<file path="config.mk">
export PLATFORM = sky130hd
export DESIGN_NAME = mbx_irq
export DESIGN_NICKNAME = d
export VERILOG_FILES = /design/src/rtl/mbx_pkg.sv /design/src/rtl/mbx_port_decode.sv /design/src/rtl/mbx_flag.sv /design/src/rtl/mbx_irq.sv
export SDC_FILE = /design/constraint.sdc
export NUM_CORES = 1
export LEC_CHECK = 0
export BUFFER_PORTS_ARGS = -buffer_cell sky130_fd_sc_hd__buf_2
export CELL_PAD_IN_SITES_DETAIL_PLACEMENT = 0
export CELL_PAD_IN_SITES_GLOBAL_PLACEMENT = 1
export CORE_ASPECT_RATIO = 1.5
export CORE_MARGIN = 2
export CORE_UTILIZATION = 11
export DETAILED_ROUTE_END_ITERATION = 8
export MAX_ROUTING_LAYER = met4
export PLACE_DENSITY_LB_ADDON = 0.1
export SYNTH_ARGS = -nofsm -noshare
export SYNTH_HDL_FRONTEND = slang
export SYNTH_HIERARCHICAL = 1
export SYNTH_SLANG_ARGS = --single-unit
export TNS_END_PERCENT = 5
</file>
<file path="constraint.sdc">
create_clock -name clk -period 0.8 [get_ports clk]
set_input_delay 0 -clock clk [delete_from_list [all_inputs] [get_ports clk]]
set_output_delay 0 -clock clk [all_outputs]
set_load 0.03 [all_outputs]
</file>
<file path="src/rtl/mbx_pkg.sv">
package mbx_pkg;
  typedef enum logic { PORT_L = 1'b0, PORT_R = 1'b1 } mbx_port_e;

  // Location a port writes to signal its peer.
  function automatic logic [31:0] mbx_post_addr(input int aw, input mbx_port_e p);
    logic [31:0] top;
    top = (32'd1 << aw) - 32'd1;
    return (p == PORT_L) ? top : top - 32'd1;
  endfunction

  // Location a port reads to release its own interrupt: the peer's post address.
  function automatic logic [31:0] mbx_ack_addr(input int aw, input mbx_port_e p);
    return mbx_post_addr(aw, (p == PORT_L) ? PORT_R : PORT_L);
  endfunction
endpackage

</file>
<file path="src/rtl/mbx_port_decode.sv">
module mbx_port_decode #(
  parameter int AW = 18,
  parameter int BW = 2,
  parameter logic [AW-1:0] POST_ADDR = '1,
  parameter logic [AW-1:0] ACK_ADDR  = '1
) (
  input  logic          ce0_n,
  input  logic          ce1,
  input  logic          rw,
  input  logic [BW-1:0] be_n,
  input  logic [AW-1:0] addr,
  output logic          post,
  output logic          ack
);
  logic enabled;
  logic any_byte;

  always_comb begin
    enabled  = !ce0_n && ce1;
    any_byte = (be_n != {BW{1'b1}});
    post     = enabled && !rw && any_byte && (addr == POST_ADDR);
    ack      = enabled && rw && (addr == ACK_ADDR);
  end
endmodule

</file>
<file path="src/rtl/mbx_flag.sv">
module mbx_flag (
  input  logic clk,
  input  logic rst_n,
  input  logic set,
  input  logic clr,
  output logic irq_n
);
  logic pending;

  always_ff @(posedge clk or negedge rst_n) begin
    if (!rst_n)      pending <= 1'b0;
    else if (set)    pending <= 1'b1;
    else if (clr)    pending <= 1'b0;
  end

  assign irq_n = !pending;

  AST_SET_DOMINATES: assert property (@(posedge clk) disable iff (!rst_n) set |=> !irq_n);
  AST_CLEAR_RELEASES: assert property (@(posedge clk) disable iff (!rst_n) (clr && !set) |=> irq_n);
  AST_IDLE_HOLDS: assert property (@(posedge clk) disable iff (!rst_n) (!set && !clr) |=> $stable(irq_n));
endmodule

</file>
<file path="src/rtl/mbx_irq.sv">
module mbx_irq #(
  parameter int AW = 18,
  parameter int BW = 2
) (
  input  logic          clk,
  input  logic          rst_n,
  input  logic          l_ce0_n,
  input  logic          l_ce1,
  input  logic          l_rw,
  input  logic [BW-1:0] l_be_n,
  input  logic [AW-1:0] l_addr,
  output logic          l_irq_n,
  input  logic          r_ce0_n,
  input  logic          r_ce1,
  input  logic          r_rw,
  input  logic [BW-1:0] r_be_n,
  input  logic [AW-1:0] r_addr,
  output logic          r_irq_n
);
  import mbx_pkg::*;

  localparam int NP = 2;

  logic          ce0_n_a [NP];
  logic          ce1_a   [NP];
  logic          rw_a    [NP];
  logic [BW-1:0] be_n_a  [NP];
  logic [AW-1:0] addr_a  [NP];
  logic          post_a  [NP];
  logic          ack_a   [NP];
  logic          irq_n_a [NP];

  always_comb begin
    ce0_n_a[0] = l_ce0_n; ce1_a[0] = l_ce1; rw_a[0] = l_rw; be_n_a[0] = l_be_n; addr_a[0] = l_addr;
    ce0_n_a[1] = r_ce0_n; ce1_a[1] = r_ce1; rw_a[1] = r_rw; be_n_a[1] = r_be_n; addr_a[1] = r_addr;
  end

  for (genvar gp = 0; gp < NP; gp++) begin : g_port
    localparam mbx_port_e PID = (gp == 0) ? PORT_L : PORT_R;
    localparam logic [31:0] POST32 = mbx_post_addr(AW, PID);
    localparam logic [31:0] ACK32  = mbx_ack_addr(AW, PID);

    mbx_port_decode #(
      .AW(AW), .BW(BW),
      .POST_ADDR(POST32[AW-1:0]),
      .ACK_ADDR(ACK32[AW-1:0])
    ) u_dec (
      .ce0_n(ce0_n_a[gp]), .ce1(ce1_a[gp]), .rw(rw_a[gp]),
      .be_n(be_n_a[gp]), .addr(addr_a[gp]),
      .post(post_a[gp]), .ack(ack_a[gp])
    );

    // A port's flag is set by the peer's post and cleared by its own ack.
    mbx_flag u_flag (
      .clk(clk), .rst_n(rst_n),
      .set(post_a[NP-1-gp]), .clr(ack_a[gp]),
      .irq_n(irq_n_a[gp])
    );
  end

  assign l_irq_n = irq_n_a[0];
  assign r_irq_n = irq_n_a[1];

  // Named internal events for the checks below.
  logic l_post, r_post, l_ack, r_ack;
  assign l_post = post_a[0];
  assign r_post = post_a[1];
  assign l_ack  = ack_a[0];
  assign r_ack  = ack_a[1];

  AST_RESET_IDLE: assert property (@(posedge clk) !rst_n |=> (l_irq_n && r_irq_n));
  AST_LEFT_POST_SETS_RIGHT: assert property (@(posedge clk) disable iff (!rst_n) l_post |=> !r_irq_n);
  AST_RIGHT_POST_SETS_LEFT: assert property (@(posedge clk) disable iff (!rst_n) r_post |=> !l_irq_n);
  AST_LEFT_ACK_CLEARS: assert property (@(posedge clk) disable iff (!rst_n) (l_ack && !r_post) |=> l_irq_n);
  AST_RIGHT_ACK_CLEARS: assert property (@(posedge clk) disable iff (!rst_n) (r_ack && !l_post) |=> r_irq_n);
  AST_DISABLED_QUIET: assert property (@(posedge clk) disable iff (!rst_n)
    ((l_ce0_n || !l_ce1) && (r_ce0_n || !r_ce1)) |=> ($stable(l_irq_n) && $stable(r_irq_n)));
endmodule

</file>
==> qor.csv, run 1 <==
stage,metric,value,unit
synthesis,warnings from Yosys,6,
floorplan,Initial Utilization,0.113,
synthesis,most frequent cell after synthesis,nand4_1,
grt,initial antenna violation count,0,
synthesis,Synth area leaders,"dfrtp_1 22%, nand4_1 17%, o21bai_2 10%, nor3_2 8.9%, and4_1 7.8%",
final_layout,"commonest cells after routing, fill and taps aside","47 x buf_2, 6 x nand4_1, 3 x clkbuf_4",
clocking,CTS buffer count,3,
timing,Slew @ Worst Pin,164,ps
worst_setup_path,CP endpoint kind,output pin,
place,post-place setup slack,-87.3,ps
grt,GRT Total Usage,0.0824,
place,Routability Congestion,0.692,
synthesis,"area leader, netlist",dfrtp_1,
timing,Slew headroom,0.890,
synthesis,Post-synth EDFFs,0,
worst_setup_path,CP Cell Sequence,"inv_2, buf_6",
pwr,Power Dens Cells,826,mW/mm2
synthesis,syn_area_per_cell,8.30,um2
route,"antenna viol nets, final",0,
clocking,clock buffer depth,2,
final_layout,layout cells sized above 1,0.753,
timing,crit share post-route,0.964,
grt,Overflow after GRT,0,
flow_run,MaxCap Viol Count,0,
final_layout,area occupied by multi-input gates,163,um2
synthesis,synthesized cell area,224,um2
final_layout,ANT cells,0,
clocking,root buffer cell,clkbuf_4,
worst_setup_path,WP data arrival,770,ps
synthesis,net count after synthesis,75,
final_layout,"Area growth, synth to finish",145,%
clocking,sinks on the clock net,2,
route,Routed wire per std cell,9.00,um
worst_setup_path,r2r setup slk,120,ps
final_layout,largest registers,g_port.u_flag/pending (2),
final_layout,Final nets,131,
final_layout,max reg flops,2,
final_layout,"most common cell after layout, fill and taps aside",buf_2,
route,vias per cell,4.17,
synthesis,synth unique cells,11,
place,DP HPWL,868,um
synthesis,cells after synthesis,27,
route,1st-pass router iterations,2,
worst_setup_path,r2r worst-path depth,3,
timing,Hold Fails Final Rpt,0,
hold_path,Hold Crit Class,input port to async pin,
worst_setup_path,WS Path Type,flop to output pin,
pwr,Leak Pwr,0.291,nW
worst_setup_path,reg2reg start,g_port[1].u_flag/pending$_DFFE_PN0P_,
route,vias,430,
final_layout,Finished Cell Area,549,um2
grt,first-pass GRT wire length,1330,um
floorplan,die height,59.3,um
worst_setup_path,Reg-to-Reg End,g_port[1].u_flag/pending$_DFFE_PN0P_,
floorplan,die area,0.00242,mm2
worst_setup_path,CP required,800,ps
worst_setup_path,CP startpoint kind,flop,
synthesis,Most used DFF post-synth,dfrtp_1,
floorplan,Die Width,40.8,um
grt,vias in the first global route,420,
clocking,H-tree lvl count,1,
timing,Final Max Tran Viols,0,
clocking,Skew-Pair Late Insertion Delay,220,ps
timing,setup slack after layout,28.4,ps
synthesis,Yosys reg bits,2,
floorplan,Core Rows,20,
worst_setup_path,"Max FO, Critical Path",2,
synthesis,Synth top area share,0.223,
floorplan,core area,0.00198,mm2
synthesis,Post-synth top cells,"6 x nand4_1, 3 x inv_1",
worst_setup_path,Max stage delay on crit path,360,ps
status,status,"finished, final reports clean",
route,Residual DRC,0,
place,port buffer count,49,
synthesis,"Seq/Total Area, Yosys",0.223,
final_layout,Register Area,50.0,um2
floorplan,I/O pins,50,
route,drt total wl,927,um
pwr,Max VDD drop,0.283,mV
worst_setup_path,Critical-path top delay cell,dfrtp_1,
grt,largest net degree at the start of global routing,3,
place,dpl cell area,497,um2
final_layout,Layout fillers,223,
timing,Final setup viols,0,
timing,minimum clock period,772,ps
route,Iter 0 DRT Violations,3,
final_layout,Top reg by flops,g_port.u_flag/pending,
timing,final setup skew,0,ps
synthesis,Post-synth ARST share,1.00,
clocking,clock-pin slew on the worst setup and hold paths,30,ps
timing,RSZ-0062 raised after global routing,yes,
timing,fmax,1.30,GHz
clocking,CTS tree,done,
==> through the flow <==
step	utilization	TNS (ps)	hold slack, ps	total power, mW	std cells
6_report	0.278	0	90.3	0.454	103
5_1_grt	0.278	-8.82	117	0.488	103
4_1_cts	0.274	0	77.7	0.473	102
3_5_place_dp	0.251	-150	-212	0.233	98
3_3_place_gp	0.251	-107	-212	0.232	98
2_1_floorplan	-	0	-296	0.119	27
==> power breakdown <==
| group | switching, mW | total, mW | leakage, nW | internal [mW] |
|---|---|---|---|---|
| sequential | 0.00000198 | 0.102 | 0.0175 | 0.102 |
| clock | 0.0553 | 0.221 | 0.0138 | 0.165 |
| combinational | 0.0397 | 0.131 | 0.260 | 0.0917 |
| total | 0.0949 | 0.454 | 0.291 | 0.359 |
==> per-layer routing <==
| metal | vias up | track usage | routed length (um) |
|---|---|---|---|
| met3 | 0 | 0 | 134 |
| met1 | 173 | 0.0621 | 263 |
| li1 | 221 | - | - |
| met2 | 36 | 0.163 | 529 |
| met5 | - | - | 0 |
| met4 | 0 | 0.0571 | 0 |
==> critical path: cells and delay by family (launching register included) <==
family                 cells  cell delay (ps)
buffers and inverters      2              190
DFF                        1              360
==> final cells by class <==
| type | count | area share |
|---|---|---|
| well taps | 22 | 0.0501 |
| repair buffers | 51 | 0.501 |
| flip-flops and latches | 2 | 0.0911 |
| inverters | 3 | 0.0205 |
| clock buffers | 3 | 0.0410 |
| multi-input cells | 22 | 0.296 |
==> kinds of logic (layout without fill, tap and decap cells) <==
kind of cell,count (synthesis),count (layout),synth area share
compound gates,4,4,0.168
buf+inv,3,57,0.0503
flops,2,2,0.223
simple gates,18,18,0.559
==> worst max-delay path by stage <==
stage                                               from                              endpoint  cells past startpoint
detailed placement                               l_ce0_n  g_port[0].u_flag/pending$_DFFE_PN0P_                      5
CTS                 g_port[1].u_flag/pending$_DFFE_PN0P_                               r_irq_n                      2
global route        g_port[0].u_flag/pending$_DFFE_PN0P_                               l_irq_n                      2
floorplan           g_port[0].u_flag/pending$_DFFE_PN0P_  g_port[0].u_flag/pending$_DFFE_PN0P_                      2
global placement                                 l_ce0_n  g_port[0].u_flag/pending$_DFFE_PN0P_                      5
finish              g_port[0].u_flag/pending$_DFFE_PN0P_                               l_irq_n                      2
==> timing repair <==
item / in CTS / in global routing
endpoints found under the hold margin: 2 / 0
endpoints found under the setup margin: 2 / 2
resized for setup: 6 / 0
setup buffers: 0 / 1
hold buffers: 1 / 0
(Power assumes the default switching activity.)
==> run 2, diff against run 1 <==
Settings changed: PLACE_DENSITY from default to 0.69, PLACE_DENSITY_LB_ADDON 0.1 to default.
==> run 2 against run 1 <==
  * Clock skew unchanged
  * Register-to-register slack about the same
  * Global-route usage increased by 1.3 points
  * Via count increased by 2.3%
  * Die area unchanged
  * Final cell count increased by 0.97%
  * Flip-flop and latch count unchanged
  * Cell area increased by 1.4%
  * Routed wire length increased by 5.4%
  * Hold slack improved by 5.7 ps
  * Power about the same
  * Sequential share of layout area decreased by 0.12 points
  * Largest cell class unchanged
==> qor.csv, run 2 (synthesis gave the netlist of run 1 again) <==
stage,metric,value,unit,change
route,1st-pass router iterations,2,,unchanged
hold_path,Hold Crit Class,input port to async pin,,
timing,fmax,1.31,GHz,+1.1%
worst_setup_path,reg2reg start,g_port[1].u_flag/pending$_DFFE_PN0P_,,
pwr,switch share,0.210,,+0.000592
grt,vias in the first global route,438,,+4.3%
clocking,CTS buffer count,3,,unchanged
floorplan,Initial Utilization,0.113,,unchanged
floorplan,core area,0.00198,mm2,unchanged
flow_run,MaxCap Viol Count,0,,unchanged
timing,Hold Slack,96.0,ps,+5.68 ps
floorplan,Die Width,40.8,um,unchanged
timing,minimum clock period,763,ps,-8.18 ps
route,Residual DRC,0,,unchanged
route,vias,440,,+2.3%
pwr,Int Power,359,uW,about the same
final_layout,layout cells sized above 1,0.756,,+0.00301
timing,RSZ-0062 raised after global routing,yes,,
pwr,Max VDD drop,0.316,mV,+12%
worst_setup_path,CP required,800,ps,about the same
clocking,CTS tree,done,,
pwr,Seq pwr share,0.224,,about the same
clocking,sinks on the clock net,2,,unchanged
worst_setup_path,CP startpoint kind,flop,,
timing,crit share post-route,0.954,,-0.0102
clocking,clock buffer depth,2,,unchanged
final_layout,Top reg by flops,g_port.u_flag/pending,,
final_layout,Final nets,132,,+0.76%
final_layout,ANT cells,0,,unchanged
grt,initial antenna violation count,0,,unchanged
place,Routability Congestion,0.631,,-8.9%
final_layout,Layout fillers,234,,+4.9%
timing,setup TNS,0,ps,unchanged
worst_setup_path,CP endpoint kind,output pin,,
floorplan,I/O pins,50,,unchanged
pwr,Clk pwr share,0.482,,-0.004
clocking,clock-pin slew on the worst setup and hold paths,30,ps,about the same
timing,Slew headroom,0.871,,-0.0188
final_layout,Register Area,50.0,um2,unchanged
grt,first-pass GRT wire length,1560,um,+17%
place,port buffer count,49,,unchanged
route,Routed wire per std cell,9.39,um,+4.4%
worst_setup_path,Setup crit start,g_port[0].u_flag/pending$_DFFE_PN0P_,,
final_layout,"most common cell after layout, fill and taps aside",buf_2,,
final_layout,"commonest cells after routing, fill and taps aside","47 x buf_2, 6 x nand4_1, 3 x clkbuf_4",,
route,Iter 0 DRT Violations,1,,-2
route,vias per cell,4.23,,+1.3%
worst_setup_path,WP data arrival,760,ps,about the same
final_layout,"Area growth, synth to finish",149,%,
floorplan,Core Rows,20,,unchanged
grt,GRT Total Usage,0.0951,,+0.0126
timing,Final Max Tran Viols,0,,unchanged
final_layout,area occupied by multi-input gates,163,um2,unchanged
pwr,Power Dens Cells,816,mW/mm2,-1.3%
floorplan,die height,59.3,um,unchanged
grt,largest net degree at the start of global routing,3,,unchanged
route,"antenna viol nets, final",0,,unchanged
clocking,root buffer cell,clkbuf_4,,
timing,Slew @ Worst Pin,192,ps,+28.0 ps
pwr,Logic pwr share,0.294,,+0.005
floorplan,die area,0.00242,mm2,unchanged
timing,Final setup viols,0,,unchanged
pwr,Leak Pwr,0.297,nW,+1.9%
timing,Hold Fails Final Rpt,0,,unchanged
final_layout,largest registers,g_port.u_flag/pending (2),,
status,status,"finished, final reports clean",,
worst_setup_path,"Max FO, Critical Path",2,,unchanged
clocking,H-tree lvl count,1,,unchanged
route,drt total wl,977,um,+5.4%
pwr,NetSw,95.3,uW,+0.36%
grt,Overflow after GRT,0,,unchanged
clocking,Skew-Pair Late Insertion Delay,220,ps,about the same
timing,final setup skew,0,ps,unchanged
final_layout,max reg flops,2,,unchanged
worst_setup_path,WS Path Type,flop to output pin,,
## run 2: layer usage
layer | global-route usage | part of all wire
met1 | 0.0878 | 0.28
met2 | 0.165 | 0.61
met3 | 0.0113 | 0.088
met4 | 0.0667 | 0.016
met5 | - | 0
## run 2: area by class of cell
cell class,instances,area share
repair buffers,52,0.508
multi-input cells,22,0.292
flip-flops and latches,2,0.0899
well taps,22,0.0494
clock buffers,3,0.0404
inverters,3,0.0202
## run 2: worst max-delay path, cell delays in order (launching register included)
cell	delay (ps)
dfrtp_1	360
inv_2	60
buf_6	120
## run 2: power groups by stage
stage | logic (mW) | clock network [mW] | registers, mW
after floorplan | 0.0161 | 0 | 0.103
final | 0.133 | 0.219 | 0.102
after global placement | 0.129 | 0 | 0.103
after global routing | 0.150 | 0.244 | 0.102
after CTS | 0.135 | 0.233 | 0.102
after detailed placement | 0.131 | 0 | 0.103
## run 2: timing repair
action,CTS,global route
setup endpoints to repair,2,2
pin swaps,0,0
hold endpoints to repair,2,0
resized for setup,6,0
hold buffers,1,0
buffers inserted,0,2
## run 2: stage by stage
stage / setup WS, ps / power, mW / std cells / utilization / area [um2]
floorplan: 43.5 / 0.119 / 27 / - / 224
global placement: -45.4 / 0.232 / 98 / 0.251 / 497
detailed placement: -69.6 / 0.234 / 98 / 0.251 / 497
CTS: 9.82 / 0.470 / 102 / 0.274 / 542
global route: -0.567 / 0.496 / 104 / 0.282 / 557
finish: 36.6 / 0.454 / 104 / 0.282 / 557
## run 2: final timing paths
kind                                                        endpoint  slack, ps  cells after the start
worst min-delay path            g_port[0].u_flag/pending$_DFFE_PN0P_        100                      2
max in group asynchronous       g_port[1].u_flag/pending$_DFFE_PN0P_        600                      2
worst max register to register  g_port[1].u_flag/pending$_DFFE_PN0P_        120                      3
worst max-delay path                                         l_irq_n         40                      2
min in group clk                g_port[1].u_flag/pending$_DFFE_PN0P_        160                      3
worst min register to register  g_port[0].u_flag/pending$_DFFE_PN0P_        600                      3
==> run 3, diff against run 2 <==
Settings changed: PLACE_DENSITY 0.69 to 0.7.
==> run 3 against run 2 <==
  * Die area unchanged
  * Critical path depth is the same
  * Clock power hardly changed
  * Hold slack better by 15 ps
  * Flip-flop and latch count stayed put
  * Routed wire length shrank 8.6%
  * Count of clock-buffer cells in the layout stayed put
  * Clock skew unchanged
  * Non-clock buffer count shrank 1
  * Highest routed layer is now met3
  * Critical path type unchanged
  * Cell area shrank 1.3%
  * Register-to-register slack barely moved
  * Fmax is 1.4% lower
==> qor.csv, run 3 (synthesis gave the netlist of run 1 again) <==
stage,metric,value,unit,change
status,status,"finished, final reports clean",,
grt,GRT met1 Usage,0.0741,,-0.0137
place,DP HPWL,848,um,
timing,fmax,1.29,GHz,-1.4%
final_layout,layout cells sized above 1,0.753,,-0.00301
worst_setup_path,Critical-path top delay cell,dfrtp_1,,
final_layout,Final nets,131,,-0.76%
final_layout,max reg flops,2,,unchanged
route,1st-pass router iterations,2,,unchanged
place,dpl cell area,497,um2,unchanged
timing,minimum clock period,774,ps,+11.1 ps
worst_setup_path,CP Cell Sequence,"inv_2, buf_6",,
final_layout,"Cell Count, Final, Fillers Out",103,,-0.96%
floorplan,Die Width,40.8,um,unchanged
place,Routability Congestion,0.649,,+2.8%
route,Iter 0 DRT Violations,2,,+1
grt,vias in the first global route,404,,-7.8%
final_layout,Finished Cell Area,549,um2,-1.3%
final_layout,area occupied by multi-input gates,163,um2,unchanged
pwr,Leak Pwr,0.291,nW,-1.8%
flow_run,MaxCap Viol Count,0,,unchanged
pwr,Max VDD drop,0.261,mV,-17%
worst_setup_path,CP endpoint kind,output pin,,
timing,setup slack after layout,25.5,ps,-11.1 ps
route,vias per cell,4.15,,-2.0%
worst_setup_path,CP startpoint kind,flop,,
timing,Hold Fails Final Rpt,0,,unchanged
worst_setup_path,Top delay family on crit path,flip-flops,,
grt,GRT Total Usage,0.0892,,-0.00583
floorplan,die area,0.00242,mm2,unchanged
clocking,CTS buffer count,3,,unchanged
worst_setup_path,CP required,800,ps,about the same
route,Residual DRC,0,,unchanged
clocking,clock buffer depth,2,,unchanged
floorplan,Core Rows,20,,unchanged
timing,setup TNS,0,ps,unchanged
worst_setup_path,"Max FO, Critical Path",2,,unchanged
clocking,Skew-Pair Late Insertion Delay,220,ps,about the same
pwr,Power Dens Cells,819,mW/mm2,+0.34%
floorplan,I/O pins,50,,unchanged
final_layout,largest registers,g_port.u_flag/pending (2),,
timing,RSZ-0062 raised after global routing,yes,,
place,# placed instances,98,,unchanged
clocking,clock-pin slew on the worst setup and hold paths,30,ps,about the same
place,post-place setup slack,-59.1,ps,+10.5 ps
hold_path,Hold Crit Class,input port to async pin,,
grt,most crowded layer after global routing,met2,,
route,"antenna viol nets, final",0,,unchanged
floorplan,core area,0.00198,mm2,unchanged
timing,Slew @ Worst Pin,181,ps,-10.9 ps
route,drt total wl,893,um,-8.6%
grt,first-pass GRT wire length,1410,um,-9.7%
final_layout,ANT cells,0,,unchanged
clocking,sinks on the clock net,2,,unchanged
worst_setup_path,Bufs and invs on worst path,2,,unchanged
grt,largest net degree at the start of global routing,3,,unchanged
worst_setup_path,WP data arrival,770,ps,about the same
timing,Final setup viols,0,,unchanged
final_layout,"commonest cells after routing, fill and taps aside","47 x buf_2, 6 x nand4_1, 3 x clkbuf_4",,
floorplan,Initial Utilization,0.113,,unchanged
final_layout,Top reg by flops,g_port.u_flag/pending,,
final_layout,Register Area,50.0,um2,unchanged
route,vias,427,,-3.0%
pwr,total power,450,uW,-1.0%
grt,Overflow after GRT,0,,unchanged
grt,GR Layer Usage met3,0.0376,,+0.0263
worst_setup_path,Max stage delay on crit path,360,ps,about the same
clocking,root buffer cell,clkbuf_4,,
timing,Final Max Tran Viols,0,,unchanged
timing,crit share post-route,0.968,,+0.0138
worst_setup_path,WS Path Type,flop to output pin,,
final_layout,"Area growth, synth to finish",145,%,
clocking,H-tree lvl count,1,,unchanged
floorplan,die height,59.3,um,unchanged
grt,GR Util met2,0.150,,-0.0156
clocking,CTS tree,done,,
place,port buffer count,49,,unchanged
route,Routed wire per std cell,8.67,um,-7.7%
grt,initial antenna violation count,0,,unchanged
final_layout,Layout fillers,232,,-0.85%
final_layout,"most common cell after layout, fill and taps aside",buf_2,,
timing,Slew headroom,0.879,,+0.00729
timing,final setup skew,0,ps,unchanged
[run 3: cell type report]
| type | count | area share |
|---|---|---|
| Timing Repair Buffer | 51 | 0.501 |
| Sequential cell | 2 | 0.0911 |
| Multi-Input combinational cell | 22 | 0.296 |
| Inverter | 3 | 0.0205 |
| Tap cell | 22 | 0.0501 |
| Clock buffer | 3 | 0.0410 |
[run 3: timing repair]
item                                    in CTS  in global routing
endpoints found under the setup margin       2                  2
gates resized for setup                      6                  0
pin swaps                                    0                  0
hold buffers                                 1                  0
hold endpoints to repair                     2                  0
buffers inserted                             0                  1
[run 3: worst paths after layout]
check / from / cells past startpoint / slack, ps / end
hold / removal: rst_n / 2 / 110 / g_port[0].u_flag/pending$_DFFE_PN0P_
hold reg to reg: g_port[1].u_flag/pending$_DFFE_PN0P_ / 2 / 500 / g_port[1].u_flag/pending$_DFFE_PN0P_
max in group asynchronous: rst_n / 2 / 600 / g_port[1].u_flag/pending$_DFFE_PN0P_
setup reg to reg: g_port[0].u_flag/pending$_DFFE_PN0P_ / 3 / 120 / g_port[0].u_flag/pending$_DFFE_PN0P_
setup / recovery: g_port[1].u_flag/pending$_DFFE_PN0P_ / 2 / 30 / r_irq_n
min in group clk: r_addr[0] / 3 / 150 / g_port[1].u_flag/pending$_DFFE_PN0P_
[run 3: stage by stage]
| stage | utilization | hold WS [ps] |
|---|---|---|
| CTS | 0.274 | 99.7 |
| global route | 0.278 | 109 |
| global placement | 0.251 | -212 |
| detailed placement | 0.251 | -214 |
| finish | 0.278 | 111 |
| floorplan | - | -296 |
[run 3: worst register-to-register path, stage by stage (launching register included)]
cell	delay, ps
dfrtp_1	360
inv_2	60
buf_4	100
o21bai_2	40
[run 3: power breakdown]
| group | total (mW) | switching [mW] | internal (mW) |
|---|---|---|---|
| clock | 0.217 | 0.0523 | 0.165 |
| sequential | 0.102 | 0.00000204 | 0.102 |
| combinational | 0.130 | 0.0387 | 0.0916 |
| total | 0.450 | 0.0910 | 0.359 |
[run 3: per-layer routing]
layer	up-vias	part of all wire	routed length, um
met5	-	0	0
met4	0	0	0
met3	0	0.11	101
met2	22	0.57	507
met1	186	0.32	284
li1	219	-	-
